## src/rtl/fsc_pkg.sv

```systemverilog
// Package: shared state and source encodings for the fetch status controller.
// Assumes: the state codes are visible on the status port and are decoded
// by neighbouring logic, so their values are fixed.
package fsc_pkg;

    typedef enum logic [2:0] {
        ST_IDLE   = 3'd0,
        ST_RUN    = 3'd1,
        ST_BLOCK  = 3'd2,
        ST_SQUASH = 3'd3,
        ST_MSTALL = 3'd4,
        ST_MDONE  = 3'd5
    } fetch_state_e;

    // Which stage, if any, supplies a redirect or a predictor update.
    typedef enum logic [1:0] {
        SRC_NONE   = 2'd0,
        SRC_COMMIT = 2'd1,
        SRC_DECODE = 2'd2
    } src_sel_e;

endpackage

```

## src/rtl/fsc_arbiter.sv

```systemverilog
// Module: fsc_arbiter
// Purely combinational priority evaluator. It takes the current state and
// this cycle's control inputs and returns the next state, the per-cycle
// fetch strobes, the redirect and update sources and the miss-cancel request.
// Assumes: acc_miss and acc_fault describe the access launched in this same
// cycle and are only meaningful while acc_req is high.
module fsc_arbiter
    import fsc_pkg::*;
(
    input  fetch_state_e cur_state,
    input  logic         cmt_squash,
    input  logic         cmt_mispredict,
    input  logic         rob_squashing,
    input  logic         dec_squash,
    input  logic         dec_mispredict,
    input  logic         any_stall,
    input  logic         acc_miss,
    input  logic         acc_fault,
    input  logic         miss_done,
    output fetch_state_e nxt_state,
    output logic         fetch_en,
    output logic         acc_req,
    output logic         deliver,
    output src_sel_e     redir_src,
    output src_sel_e     upd_src,
    output logic         cancel_req
);

    // Fixed-priority decision: commit squash, ROB hold, decode squash,
    // stalls, then per-state work.
    always_comb begin
        nxt_state  = cur_state;
        fetch_en   = 1'b0;
        acc_req    = 1'b0;
        deliver    = 1'b0;
        redir_src  = SRC_NONE;
        upd_src    = SRC_NONE;
        cancel_req = 1'b0;
        if (cmt_squash) begin
            nxt_state  = ST_SQUASH;
            redir_src  = SRC_COMMIT;
            cancel_req = (cur_state == ST_MSTALL);
            if (cmt_mispredict) begin
                upd_src = SRC_COMMIT;
            end
        end else if (rob_squashing) begin
            nxt_state = ST_SQUASH;
        end else begin
            if (dec_squash && dec_mispredict) begin
                upd_src = SRC_DECODE;
            end
            if (dec_squash && (cur_state != ST_SQUASH)) begin
                nxt_state  = ST_SQUASH;
                redir_src  = SRC_DECODE;
                cancel_req = (cur_state == ST_MSTALL);
            end else if (any_stall) begin
                nxt_state = ST_BLOCK;
            end else begin
                case (cur_state)
                    ST_BLOCK, ST_SQUASH: begin
                        nxt_state = ST_RUN;
                    end
                    ST_MSTALL: begin
                        if (miss_done) begin
                            nxt_state = ST_MDONE;
                        end
                    end
                    ST_MDONE: begin
                        fetch_en  = 1'b1;
                        deliver   = 1'b1;
                        nxt_state = ST_RUN;
                    end
                    default: begin
                        fetch_en = 1'b1;
                        acc_req  = 1'b1;
                        if (acc_fault) begin
                            nxt_state = ST_BLOCK;
                        end else if (acc_miss) begin
                            nxt_state = ST_MSTALL;
                        end else begin
                            nxt_state = ST_RUN;
                            deliver   = 1'b1;
                        end
                    end
                endcase
            end
        end
    end

endmodule

```

## src/rtl/fsc_redirect.sv

```systemverilog
// Module: fsc_redirect
// Registers the PC redirect selected by the arbiter and the miss-cancel
// strobe, so that each appears as a one-cycle pulse after the squash.
// Assumes: INST_BYTES is the fixed instruction size in bytes.
module fsc_redirect
    import fsc_pkg::*;
#(
    parameter int ADDR_W     = 32,
    parameter int INST_BYTES = 4
) (
    input  logic              clk,
    input  logic              rst_n,
    input  src_sel_e          redir_src,
    input  logic              cancel_req,
    input  logic [ADDR_W-1:0] cmt_pc,
    input  logic [ADDR_W-1:0] dec_pc,
    output logic              redir_valid,
    output logic [ADDR_W-1:0] redir_pc,
    output logic [ADDR_W-1:0] redir_npc,
    output logic              miss_cancel
);

    localparam logic [ADDR_W-1:0] STEP = ADDR_W'(INST_BYTES);

    logic [ADDR_W-1:0] sel_pc;

    // Pick the redirect address of the winning squash source.
    always_comb begin
        sel_pc = (redir_src == SRC_DECODE) ? dec_pc : cmt_pc;
    end

    // Register the redirect pulse, both PCs and the cancel strobe.
    always_ff @(posedge clk) begin
        if (!rst_n) begin
            redir_valid <= 1'b0;
            redir_pc    <= '0;
            redir_npc   <= '0;
            miss_cancel <= 1'b0;
        end else begin
            redir_valid <= (redir_src != SRC_NONE);
            miss_cancel <= cancel_req;
            if (redir_src != SRC_NONE) begin
                redir_pc  <= sel_pc;
                redir_npc <= sel_pc + STEP;
            end
        end
    end

endmodule

```

## src/rtl/fsc_pred_update.sv

```systemverilog
// Module: fsc_pred_update
// Registers the predictor training request chosen by the arbiter: one
// direction update and one target-buffer update, both single-cycle pulses.
// Assumes: the target written on a mispredict is the squash redirect address.
module fsc_pred_update
    import fsc_pkg::*;
#(
    parameter int ADDR_W = 32
) (
    input  logic              clk,
    input  logic              rst_n,
    input  src_sel_e          upd_src,
    input  logic [ADDR_W-1:0] cmt_mpc,
    input  logic              cmt_taken,
    input  logic [ADDR_W-1:0] cmt_target,
    input  logic [ADDR_W-1:0] dec_mpc,
    input  logic              dec_taken,
    input  logic [ADDR_W-1:0] dec_target,
    output logic              upd_dir_valid,
    output logic [ADDR_W-1:0] upd_dir_pc,
    output logic              upd_dir_taken,
    output logic              upd_tgt_valid,
    output logic [ADDR_W-1:0] upd_tgt_pc,
    output logic [ADDR_W-1:0] upd_tgt_addr
);

    logic              use_dec;
    logic [ADDR_W-1:0] sel_mpc;
    logic [ADDR_W-1:0] sel_tgt;
    logic              sel_tk;

    // Select the fields of the stage that owns this cycle's update.
    always_comb begin
        use_dec = (upd_src == SRC_DECODE);
        sel_mpc = use_dec ? dec_mpc    : cmt_mpc;
        sel_tgt = use_dec ? dec_target : cmt_target;
        sel_tk  = use_dec ? dec_taken  : cmt_taken;
    end

    // Register the two update pulses and their payloads.
    always_ff @(posedge clk) begin
        if (!rst_n) begin
            upd_dir_valid <= 1'b0;
            upd_dir_pc    <= '0;
            upd_dir_taken <= 1'b0;
            upd_tgt_valid <= 1'b0;
            upd_tgt_pc    <= '0;
            upd_tgt_addr  <= '0;
        end else begin
            upd_dir_valid <= (upd_src != SRC_NONE);
            upd_tgt_valid <= (upd_src != SRC_NONE);
            if (upd_src != SRC_NONE) begin
                upd_dir_pc    <= sel_mpc;
                upd_dir_taken <= sel_tk;
                upd_tgt_pc    <= sel_mpc;
                upd_tgt_addr  <= sel_tgt;
            end
        end
    end

endmodule

```

## src/rtl/fetch_status_ctrl.sv

```systemverilog
// Module: fetch_status_ctrl
// Top of the fetch stage status controller. It holds the state register and
// ties together the priority arbiter, the redirect register and the
// predictor update register.
// Assumes: synchronous active-low reset, and a cache access result that
// returns in the same cycle as acc_req.
module fetch_status_ctrl
    import fsc_pkg::*;
#(
    parameter int ADDR_W     = 32,
    parameter int INST_BYTES = 4
) (
    input  logic              clk,
    input  logic              rst_n,
    input  logic              cmt_squash,
    input  logic [ADDR_W-1:0] cmt_redirect_pc,
    input  logic              cmt_mispredict,
    input  logic [ADDR_W-1:0] cmt_mispred_pc,
    input  logic              cmt_taken,
    input  logic              rob_squashing,
    input  logic              dec_squash,
    input  logic [ADDR_W-1:0] dec_redirect_pc,
    input  logic              dec_mispredict,
    input  logic [ADDR_W-1:0] dec_mispred_pc,
    input  logic              dec_taken,
    input  logic              stall_decode,
    input  logic              stall_rename,
    input  logic              stall_exec,
    input  logic              stall_commit,
    input  logic              acc_miss,
    input  logic              acc_fault,
    input  logic              miss_done,
    output logic [2:0]        status,
    output logic              fetch_en,
    output logic              acc_req,
    output logic              deliver,
    output logic              redir_valid,
    output logic [ADDR_W-1:0] redir_pc,
    output logic [ADDR_W-1:0] redir_npc,
    output logic              miss_cancel,
    output logic              upd_dir_valid,
    output logic [ADDR_W-1:0] upd_dir_pc,
    output logic              upd_dir_taken,
    output logic              upd_tgt_valid,
    output logic [ADDR_W-1:0] upd_tgt_pc,
    output logic [ADDR_W-1:0] upd_tgt_addr
);

    localparam logic [ADDR_W-1:0] STEP = ADDR_W'(INST_BYTES);

    fetch_state_e cur_state;
    fetch_state_e nxt_state;
    src_sel_e     redir_src;
    src_sel_e     upd_src;
    logic         cancel_req;
    logic         any_stall;

    // Merge the four downstream stall sources.
    always_comb begin
        any_stall = stall_decode | stall_rename | stall_exec | stall_commit;
    end

    // State register.
    always_ff @(posedge clk) begin
        if (!rst_n) begin
            cur_state <= ST_IDLE;
        end else begin
            cur_state <= nxt_state;
        end
    end

    // Expose the state code.
    always_comb begin
        status = cur_state;
    end

    fsc_arbiter arb_i (
        .cur_state      (cur_state),
        .cmt_squash     (cmt_squash),
        .cmt_mispredict (cmt_mispredict),
        .rob_squashing  (rob_squashing),
        .dec_squash     (dec_squash),
        .dec_mispredict (dec_mispredict),
        .any_stall      (any_stall),
        .acc_miss       (acc_miss),
        .acc_fault      (acc_fault),
        .miss_done      (miss_done),
        .nxt_state      (nxt_state),
        .fetch_en       (fetch_en),
        .acc_req        (acc_req),
        .deliver        (deliver),
        .redir_src      (redir_src),
        .upd_src        (upd_src),
        .cancel_req     (cancel_req)
    );

    fsc_redirect #(
        .ADDR_W     (ADDR_W),
        .INST_BYTES (INST_BYTES)
    ) redir_i (
        .clk         (clk),
        .rst_n       (rst_n),
        .redir_src   (redir_src),
        .cancel_req  (cancel_req),
        .cmt_pc      (cmt_redirect_pc),
        .dec_pc      (dec_redirect_pc),
        .redir_valid (redir_valid),
        .redir_pc    (redir_pc),
        .redir_npc   (redir_npc),
        .miss_cancel (miss_cancel)
    );

    fsc_pred_update #(
        .ADDR_W (ADDR_W)
    ) pred_i (
        .clk           (clk),
        .rst_n         (rst_n),
        .upd_src       (upd_src),
        .cmt_mpc       (cmt_mispred_pc),
        .cmt_taken     (cmt_taken),
        .cmt_target    (cmt_redirect_pc),
        .dec_mpc       (dec_mispred_pc),
        .dec_taken     (dec_taken),
        .dec_target    (dec_redirect_pc),
        .upd_dir_valid (upd_dir_valid),
        .upd_dir_pc    (upd_dir_pc),
        .upd_dir_taken (upd_dir_taken),
        .upd_tgt_valid (upd_tgt_valid),
        .upd_tgt_pc    (upd_tgt_pc),
        .upd_tgt_addr  (upd_tgt_addr)
    );

    AST_CMT_SQ_STATE: assert property (@(posedge clk) disable iff (!rst_n)
        cmt_squash |=> (status == 3'd3));
    AST_CMT_SQ_NOFETCH: assert property (@(posedge clk) disable iff (!rst_n)
        cmt_squash |-> !fetch_en);
    AST_CMT_REDIR: assert property (@(posedge clk) disable iff (!rst_n)
        cmt_squash |=> (redir_valid && redir_pc == $past(cmt_redirect_pc)
                        && redir_npc == $past(cmt_redirect_pc) + STEP));
    AST_CMT_UPD: assert property (@(posedge clk) disable iff (!rst_n)
        (cmt_squash && cmt_mispredict) |=> (upd_dir_valid && upd_tgt_valid
                        && upd_tgt_addr == $past(cmt_redirect_pc)));
    AST_ROB_HOLD: assert property (@(posedge clk) disable iff (!rst_n)
        (rob_squashing && !cmt_squash) |=> (status == 3'd3 && !redir_valid));
    AST_STALL_BLOCK: assert property (@(posedge clk) disable iff (!rst_n)
        (!cmt_squash && !rob_squashing && !(dec_squash && status != 3'd3)
         && (stall_decode || stall_rename || stall_exec || stall_commit))
        |=> (status == 3'd2));
    AST_STALE_DONE: assert property (@(posedge clk) disable iff (!rst_n)
        (status != 3'd4 && status != 3'd5) |=> (status != 3'd5));
    AST_MSTALL_NOFETCH: assert property (@(posedge clk) disable iff (!rst_n)
        (status == 3'd4) |-> !fetch_en);
    AST_MDONE_NOACC: assert property (@(posedge clk) disable iff (!rst_n)
        (status == 3'd5) |-> !acc_req);
    AST_CANCEL_ORIGIN: assert property (@(posedge clk) disable iff (!rst_n)
        miss_cancel |-> ($past(status) == 3'd4 && redir_valid));

endmodule

```

## config.mk

```make
export PLATFORM = sky130hd
export DESIGN_NAME = fetch_status_ctrl
export DESIGN_NICKNAME = d
export VERILOG_FILES = /design/src/rtl/fsc_pkg.sv /design/src/rtl/fsc_arbiter.sv /design/src/rtl/fsc_redirect.sv /design/src/rtl/fsc_pred_update.sv /design/src/rtl/fetch_status_ctrl.sv
export SDC_FILE = /design/constraint.sdc
export NUM_CORES = 1
export LEC_CHECK = 0
export BUFFER_PORTS_ARGS = -buffer_cell sky130_fd_sc_hd__buf_4
export CAP_MARGIN = 25
export CORE_UTILIZATION = 48
export CTS_CLUSTER_SIZE = 28
export DETAILED_ROUTE_END_ITERATION = 7
export PLACE_DENSITY = 0.89
export SLEW_MARGIN = 25
export SYNTH_ARGS = -nofsm -noshare
export SYNTH_HDL_FRONTEND = slang
export SYNTH_SLANG_ARGS = --single-unit
```

## constraint.sdc

```tcl
create_clock -name clk -period 2.7 [get_ports clk]
set_clock_uncertainty 0.15 [all_clocks]
set_input_delay 0.405 -clock clk [delete_from_list [all_inputs] [get_ports clk]]
set_output_delay 0.405 -clock clk [all_outputs]
set_load 0.02 [all_outputs]
```

==> metrics.md, run 1 <==
| Metric | Value |
|---|---|
| Critical Path Source | `status[2]` |
| Vias in the first global route | `6899` |
| Final Setup Violations | `0` |
| Core area | `14530 µm²` |
| Slack of the critical path | `126.7 ps` |
| Top post-synthesis cells by area | `dfxtp_1, o211a_1, nand3_1, nand2_1, buf_4` |
| Count of pins over their slew limit | `0` |
| Initial DRC count | `658` |
| Critical Path AT | `2020 ps` |
| Synth async-reset ratio | `0` |
| Share of the synthesized area in the top cell type | `0.3736` |
| Slew headroom | `0.4652` |
| First-pass GRT wire length | `37580 µm` |
| Clk pin slew, worst setup/hold paths | `60 ps` |
| #FFs+latches synth | `133` |
| Crit path time final | `2573 ps` |
| Net Count, Synth | `1011` |
| CTS root buffer | `clkbuf_16` |
| Detailed Routing Iterations Pass 1 | `5` |
| Busiest grt layer | `met2` |
| Max clock buf depth | `2` |
| Reg-to-Reg End | `redir_i.redir_npc[19]` |
| Yosys cell types | `62` |
| Die Wd | `123.9 µm` |
| Num rows | `44` |
| Hold path cells | `2` |
| Congestion Overflow GR | `0` |
| Synth area leader | `dfxtp_1` |
| GR Util met1 | `0.4031` |
| Startpoint of the worst register-to-register path | `status[2]` |
| Count leader, synth | `nand3_1` |
| Max Cap Violations | `0` |
| Tcrit/Tclk final | `0.9531` |
| Fill cells | `1202` |
| Nets | `1264` |
| Final wirelength | `25730 µm` |
| R2r setup slk | `260 ps` |
| Fraction of layout cells with a size suffix above 1 | `0.3448` |
| Capture point of the worst path | `deliver` |
| Final hold vios | `0` |
| Area delta synth->final | `41.17%` |
| Port Buffer Count | `314` |
| CTS tree | `yes` |
| Largest net degree at the start of global routing | `75` |
| Multi-input gate area | `3909 µm²` |
| Post-synth EDFFs | `0` |
| DR WL/cell | `19.57 µm` |
| Seq/Total Area, Yosys | `0.3736` |
| WS Path Type | `reg2out` |
| Register area | `2664 µm²` |
| GP Congestion | `0.9226` |
| Cts bufs inserted | `17` |
| Place WS | `39.85 ps` |
| Top cells by count, synth | `nand3_1, nand2_1, dfxtp_1` |
| Detailed placer's ending HPWL | `18570 µm` |
| Gr usage total | `0.3226` |
| Antenna violations before repair | `0` |
| M3 GR Usage | `0.07692` |
| Number of diodes | `0` |
| Syn Inst Count | `866` |
| Hold Startpoint | `dec_mispred_pc[5]` |
| Syn. warnings | `0` |
| Power Dens Cells | `582.5 nW/µm²` |
| Met2 usage | `0.5017` |
| Reg2Reg Depth | `7` |
| Crit start category | `register` |
| Total power draw | `5.861 mW` |
| Vias | `7927` |
| Syn Area/Cell | `8.230 µm²` |
| Crit. End Element | `output port` |
| Post-route DRC | `0` |
| Setup TNS | `0 ps` |
| Top Ports | `315` |
| Post-Layout Cell Count | `1315` |
| Die area | `15340 µm²` |
| Leakage | `5.409 nW` |
| Dpl cells | `1284` |
| Post-Syn Area | `7127 µm²` |
| Hold WS | `75.58 ps` |
| Antenna-violating nets left | `0` |
| Clock Sinks | `133` |
| Worst-skew pair later-pin latency | `420 ps` |
| Starting Density | `0.4904` |
| CP max FO | `10` |
| Achievable Freq | `388.6 MHz` |
| Outcome | `completed` |
| Depth of the CTS H-tree | `4` |
| Peak VDD IR | `0.4482 mV` |
| Post-synth top flop | `dfxtp_1` |
| HP Class | `in2reg` |
| Via density per instance | `6.028` |
| Height of the die | `123.9 µm` |
| Worst Tran Pin Value | `780.0 ps` |
| RSZ-0062 raised after global routing | `false` |
| Worst path required time | `2140 ps` |
==> critical path, cell delays in order (launching register included) <==
cell	delay, ps
dfxtp_1	330
nand3b_1	220
buf_4	220
a211oi_4	320
nand2_2	120
nor3_1	220
buf_4	170
==> final cells by class <==
class	count	area share
multi-input combinational	619	0.3885
tap	184	0.02288
sequential	133	0.2648
timing repair buffer	344	0.2629
inverter	4	0.001492
clock buffer	18	0.04365
clock inverter	13	0.01579
==> per-stage QoR <==
| stage | util | area, µm² |
|---|---|---|
| global route | 0.6922 | 10060 |
| detailed placement | 0.6500 | 9447 |
| global placement | 0.6500 | 9447 |
| finish | 0.6922 | 10060 |
| floorplan | - | 7127 |
| CTS | 0.6915 | 10050 |
==> state kept, by name (all words and copies together), names as in the netlist <==
register / flops
pred_i.upd_dir_taken: 1
pred_i.upd_dir_valid: 1
pred_i.upd_tgt_addr: 32
pred_i.upd_tgt_pc: 32
redir_i.miss_cancel: 1
redir_i.redir_npc: 30
redir_i.redir_pc: 32
redir_i.redir_valid: 1
status: 3
==> cell families (layout without fill, tap and decap cells) <==
group	Yosys count	count (layout)	share of synthesized area
buf+inv	114	379	0.08216
fa+ha+maj	1	1	0.001755
xor+xnor	19	19	0.02335
flops	133	133	0.3736
mux	24	24	0.03388
compound gates	174	174	0.2144
simple gates	401	401	0.2709
==> worst min path at each step <==
| stage | end | slack (ps) |
|---|---|---|
| after detailed placement | redir_i.redir_npc[11] | 300 |
| after CTS | pred_i.upd_tgt_pc[5] | 60 |
| after floorplan | redir_i.redir_npc[11] | 380 |
| final | pred_i.upd_tgt_pc[5] | 80 |
| after global routing | pred_i.upd_tgt_pc[4] | 60 |
| after global placement | redir_i.redir_npc[8] | 300 |
==> routing by layer <==
metal | part of all wire | vias to the layer above | wire length, µm
li1 | - | 3638 | -
met1 | 0.39 | 3729 | 10090
met2 | 0.46 | 470 | 11750
met3 | 0.10 | 90 | 2595
met4 | 0.051 | 0 | 1304
met5 | 0 | - | 0
==> timing repair <==
item	CTS	global route
buffers inserted	0	0
cloned	0	0
setup endpoints to repair	2	2
hold buffers	0	0
hold endpoints to repair	0	0
gates resized for setup	1	3
==> report_power, final <==
group | internal [mW] | switching, mW
logic | 0.578 | 0.732
registers | 2.11 | 0.0955
clock network | 1.47 | 0.883
total | 4.15 | 1.71
==> cells in the final DEF (no fill, tap or decap), types with 12 or more instances in the layout <==
cell / instances
nand4_1: 16
o211a_1: 98
nor2_1: 12
dfxtp_1: 132
clkbuf_16: 17
nand3_1: 178
buf_4: 339
o21ai_0: 15
nand2_1: 144
mux2i_1: 23
(Power assumes the default switching activity.)
==> run 2: changes to the inputs <==
==> constraint.sdc (replaced) <==
create_clock -name clk -period 2.6 [get_ports clk]
set_clock_uncertainty 0.15 [all_clocks]
set_input_delay 0.39 -clock clk [delete_from_list [all_inputs] [get_ports clk]]
set_output_delay 0.39 -clock clk [all_outputs]
set_load 0.02 [all_outputs]
==> run 2 against run 1 <==
  * Wire length grew 0.16%
  * Global-route usage shrank 0.46 points
  * Non-clock buffer count grew 4
  * Die area is the same
  * Clock-buffer cell count grew 1
  * Critical path type unchanged
  * Critical endpoint unchanged
  * Clock power is essentially flat
  * Cell area grew 0.42%
==> metrics.md, run 2 (synthesized netlist as in run 1, its figures left out) <==
| Metric | Value |
|---|---|
| Outcome | `completed` |
| Vias | `7885 (-0.53%)` |
| Post-route design area | `10100 µm² (+0.42%)` |
| Congestion Overflow GR | `0 (unchanged)` |
| Worst Tran Pin Value | `790.3 ps (+10.32 ps)` |
| Critical Path Source | `status[2]` |
| Core area | `14530 µm² (unchanged)` |
| DR WL/cell | `19.51 µm (-0.30%)` |
| Antenna violations before repair | `0 (unchanged)` |
| Cts bufs inserted | `17 (unchanged)` |
| Initial DRC count | `628 (-4.6%)` |
| Fin util | `0.6952 (+0.002927)` |
| Starting Density | `0.4904 (unchanged)` |
| Final wirelength | `25770 µm (+0.16%)` |
| Power Dens Cells | `597.0 nW/µm² (+2.5%)` |
| Num rows | `44 (unchanged)` |
| Achievable Freq | `393.3 MHz` |
| Reg-to-Reg End | `redir_i.redir_npc[27]` |
| Die area | `15340 µm² (unchanged)` |
| Hold path cells | `2 (unchanged)` |
| Via density per instance | `5.969 (-0.98%)` |
| Vias in the first global route | `6879 (-0.29%)` |
| # hold bufs at CTS | `0 (unchanged)` |
| Reg2Reg Depth | `8 (+1)` |
| GP Congestion | `0.9338 (+1.2%)` |
| Antenna-violating nets left | `0 (unchanged)` |
| R2r setup slk | `190 ps (-70 ps)` |
| Top Ports | `315 (unchanged)` |
| Gr usage total | `0.3181 (-0.004573)` |
| Detailed Routing Iterations Pass 1 | `6 (+1)` |
| Final hold vios | `0 (unchanged)` |
| Worst path required time | `2060 ps (-80 ps)` |
| Post-DP Area | `9482 µm² (+0.37%)` |
| Max Cap Violations | `0 (unchanged)` |
| Height of the die | `123.9 µm (unchanged)` |
| Nets | `1268 (+0.32%)` |
| Slew headroom | `0.4732 (+0.007995)` |
| CTS tree | `yes` |
| Tcrit/Tclk final | `0.9779` |
| WS Path Type | `reg2out` |
| Clk pin slew, worst setup/hold paths | `60 ps (about the same)` |
| Crit path time final | `2542 ps` |
| Total power draw | `6.031 mW (+2.9%)` |
| Slack of the critical path | `57.53 ps (-69.21 ps)` |
| First-pass GRT wire length | `37040 µm (-1.5%)` |
| Commonest non-fill, non-tap cells in the layout | `buf_4, nand3_1, nand2_1, dfxtp_1, o211a_1` |
| HP Class | `in2reg` |
| Detailed placer's ending HPWL | `18460 µm (-0.62%)` |
| Depth of the CTS H-tree | `4 (unchanged)` |
| Critical Path AT | `2000 ps (-20 ps)` |
| Final Setup Violations | `0 (unchanged)` |
| Clock Sinks | `133 (unchanged)` |
| Startpoint of the worst register-to-register path | `status[2]` |
| Peak VDD IR | `0.4707 mV (+5.0%)` |
| Post-route DRC | `0 (unchanged)` |
| Crit start category | `register` |
| Worst-skew pair later-pin latency | `420 ps (about the same)` |
| Place WS | `-46.62 ps (-86.46 ps)` |
| Hold Startpoint | `dec_mispred_pc[8]` |
| Crit. End Element | `output port` |
| RSZ-0062 raised after global routing | `false` |
| Die Wd | `123.9 µm (unchanged)` |
| Largest regs | `pred_i.upd_tgt_addr: 32 flops, pred_i.upd_tgt_pc: 32 flops, redir_i.redir_pc: 32 flops` |
| Largest net degree at the start of global routing | `75 (unchanged)` |
| Leakage | `5.433 nW (+0.45%)` |
| Count of pins over their slew limit | `0 (unchanged)` |
| Commonest non-fill, non-tap cell in the layout | `buf_4` |
| Port Buffer Count | `314 (unchanged)` |
| Fraction of layout cells with a size suffix above 1 | `0.3504 (+0.005525)` |
| CTS root buffer | `clkbuf_16` |
| Area delta synth->final | `41.77%` |
| Max clock buf depth | `2 (unchanged)` |
| Worst hold endpoint | `pred_i.upd_tgt_pc[8]` |
| CP max FO | `10 (unchanged)` |
## run 2: metal layers
layer,wire (µm),vias up,share of wire,track usage
met5,0,-,0,0
met4,1051,0,0.041,0.1657
met3,2631,81,0.10,0.08288
met2,12090,465,0.47,0.5090
met1,9999,3691,0.39,0.3914
li1,-,3648,-,-
## run 2: worst max-delay path by stage
| stage | to | slack [ps] | cells after the start |
|---|---|---|---|
| floorplan | redir_i.redir_npc[21] | 120 | 9 |
| global placement | redir_i.redir_npc[27] | -50 | 8 |
| detailed placement | redir_i.redir_npc[27] | -50 | 8 |
| CTS | fetch_en | 5 | 7 |
| global route | redir_i.redir_npc[27] | 5 | 8 |
| finish | deliver | 60 | 7 |
## run 2: where the power goes
part,internal (mW),switching (mW),total [mW]
Clock,1.45,0.927,2.38
Combinational,0.603,0.758,1.36
Sequential,2.19,0.101,2.29
## run 2: metrics by stage
step / setup TNS, ps / std cells / hold WS (ps)
floorplan: 0 / 866 / 379.0
global placement: -49.79 / 1287 / 305.6
detailed placement: -54.04 / 1287 / 308.9
CTS: 0 / 1319 / 43.10
global route: 0 / 1320 / 44.07
finish: 0 / 1321 / 55.39
## run 2: layout make-up
class / count / area [µm²]
Sequential cell: 133 / 2665
Timing Repair Buffer: 348 / 2691
Tap cell: 184 / 230.2
Clock buffer: 19 / 452.9
Antenna cell: 1 / 2.502
Clock inverter: 13 / 132.6
Inverter: 4 / 15.01
Fill cell: 1177 / 4431
Multi-Input combinational cell: 619 / 3914
## run 2: worst max-delay path, cell delays in order (launching register included)
cell and delay, ps:
dfxtp_1 330, nand3b_1 250, buf_6 200, a211oi_2 240, buf_4 160, nand2_2 80
nor3_2 150, buf_4 170
## run 2: timing repair
| item | 4_1_cts | 5_1_grt |
|---|---|---|
| endpoints found under the setup margin | 2 | 5 |
| setup buffers | 0 | 1 |
| gates resized for setup | 4 | 5 |
| pin swaps | 0 | 2 |
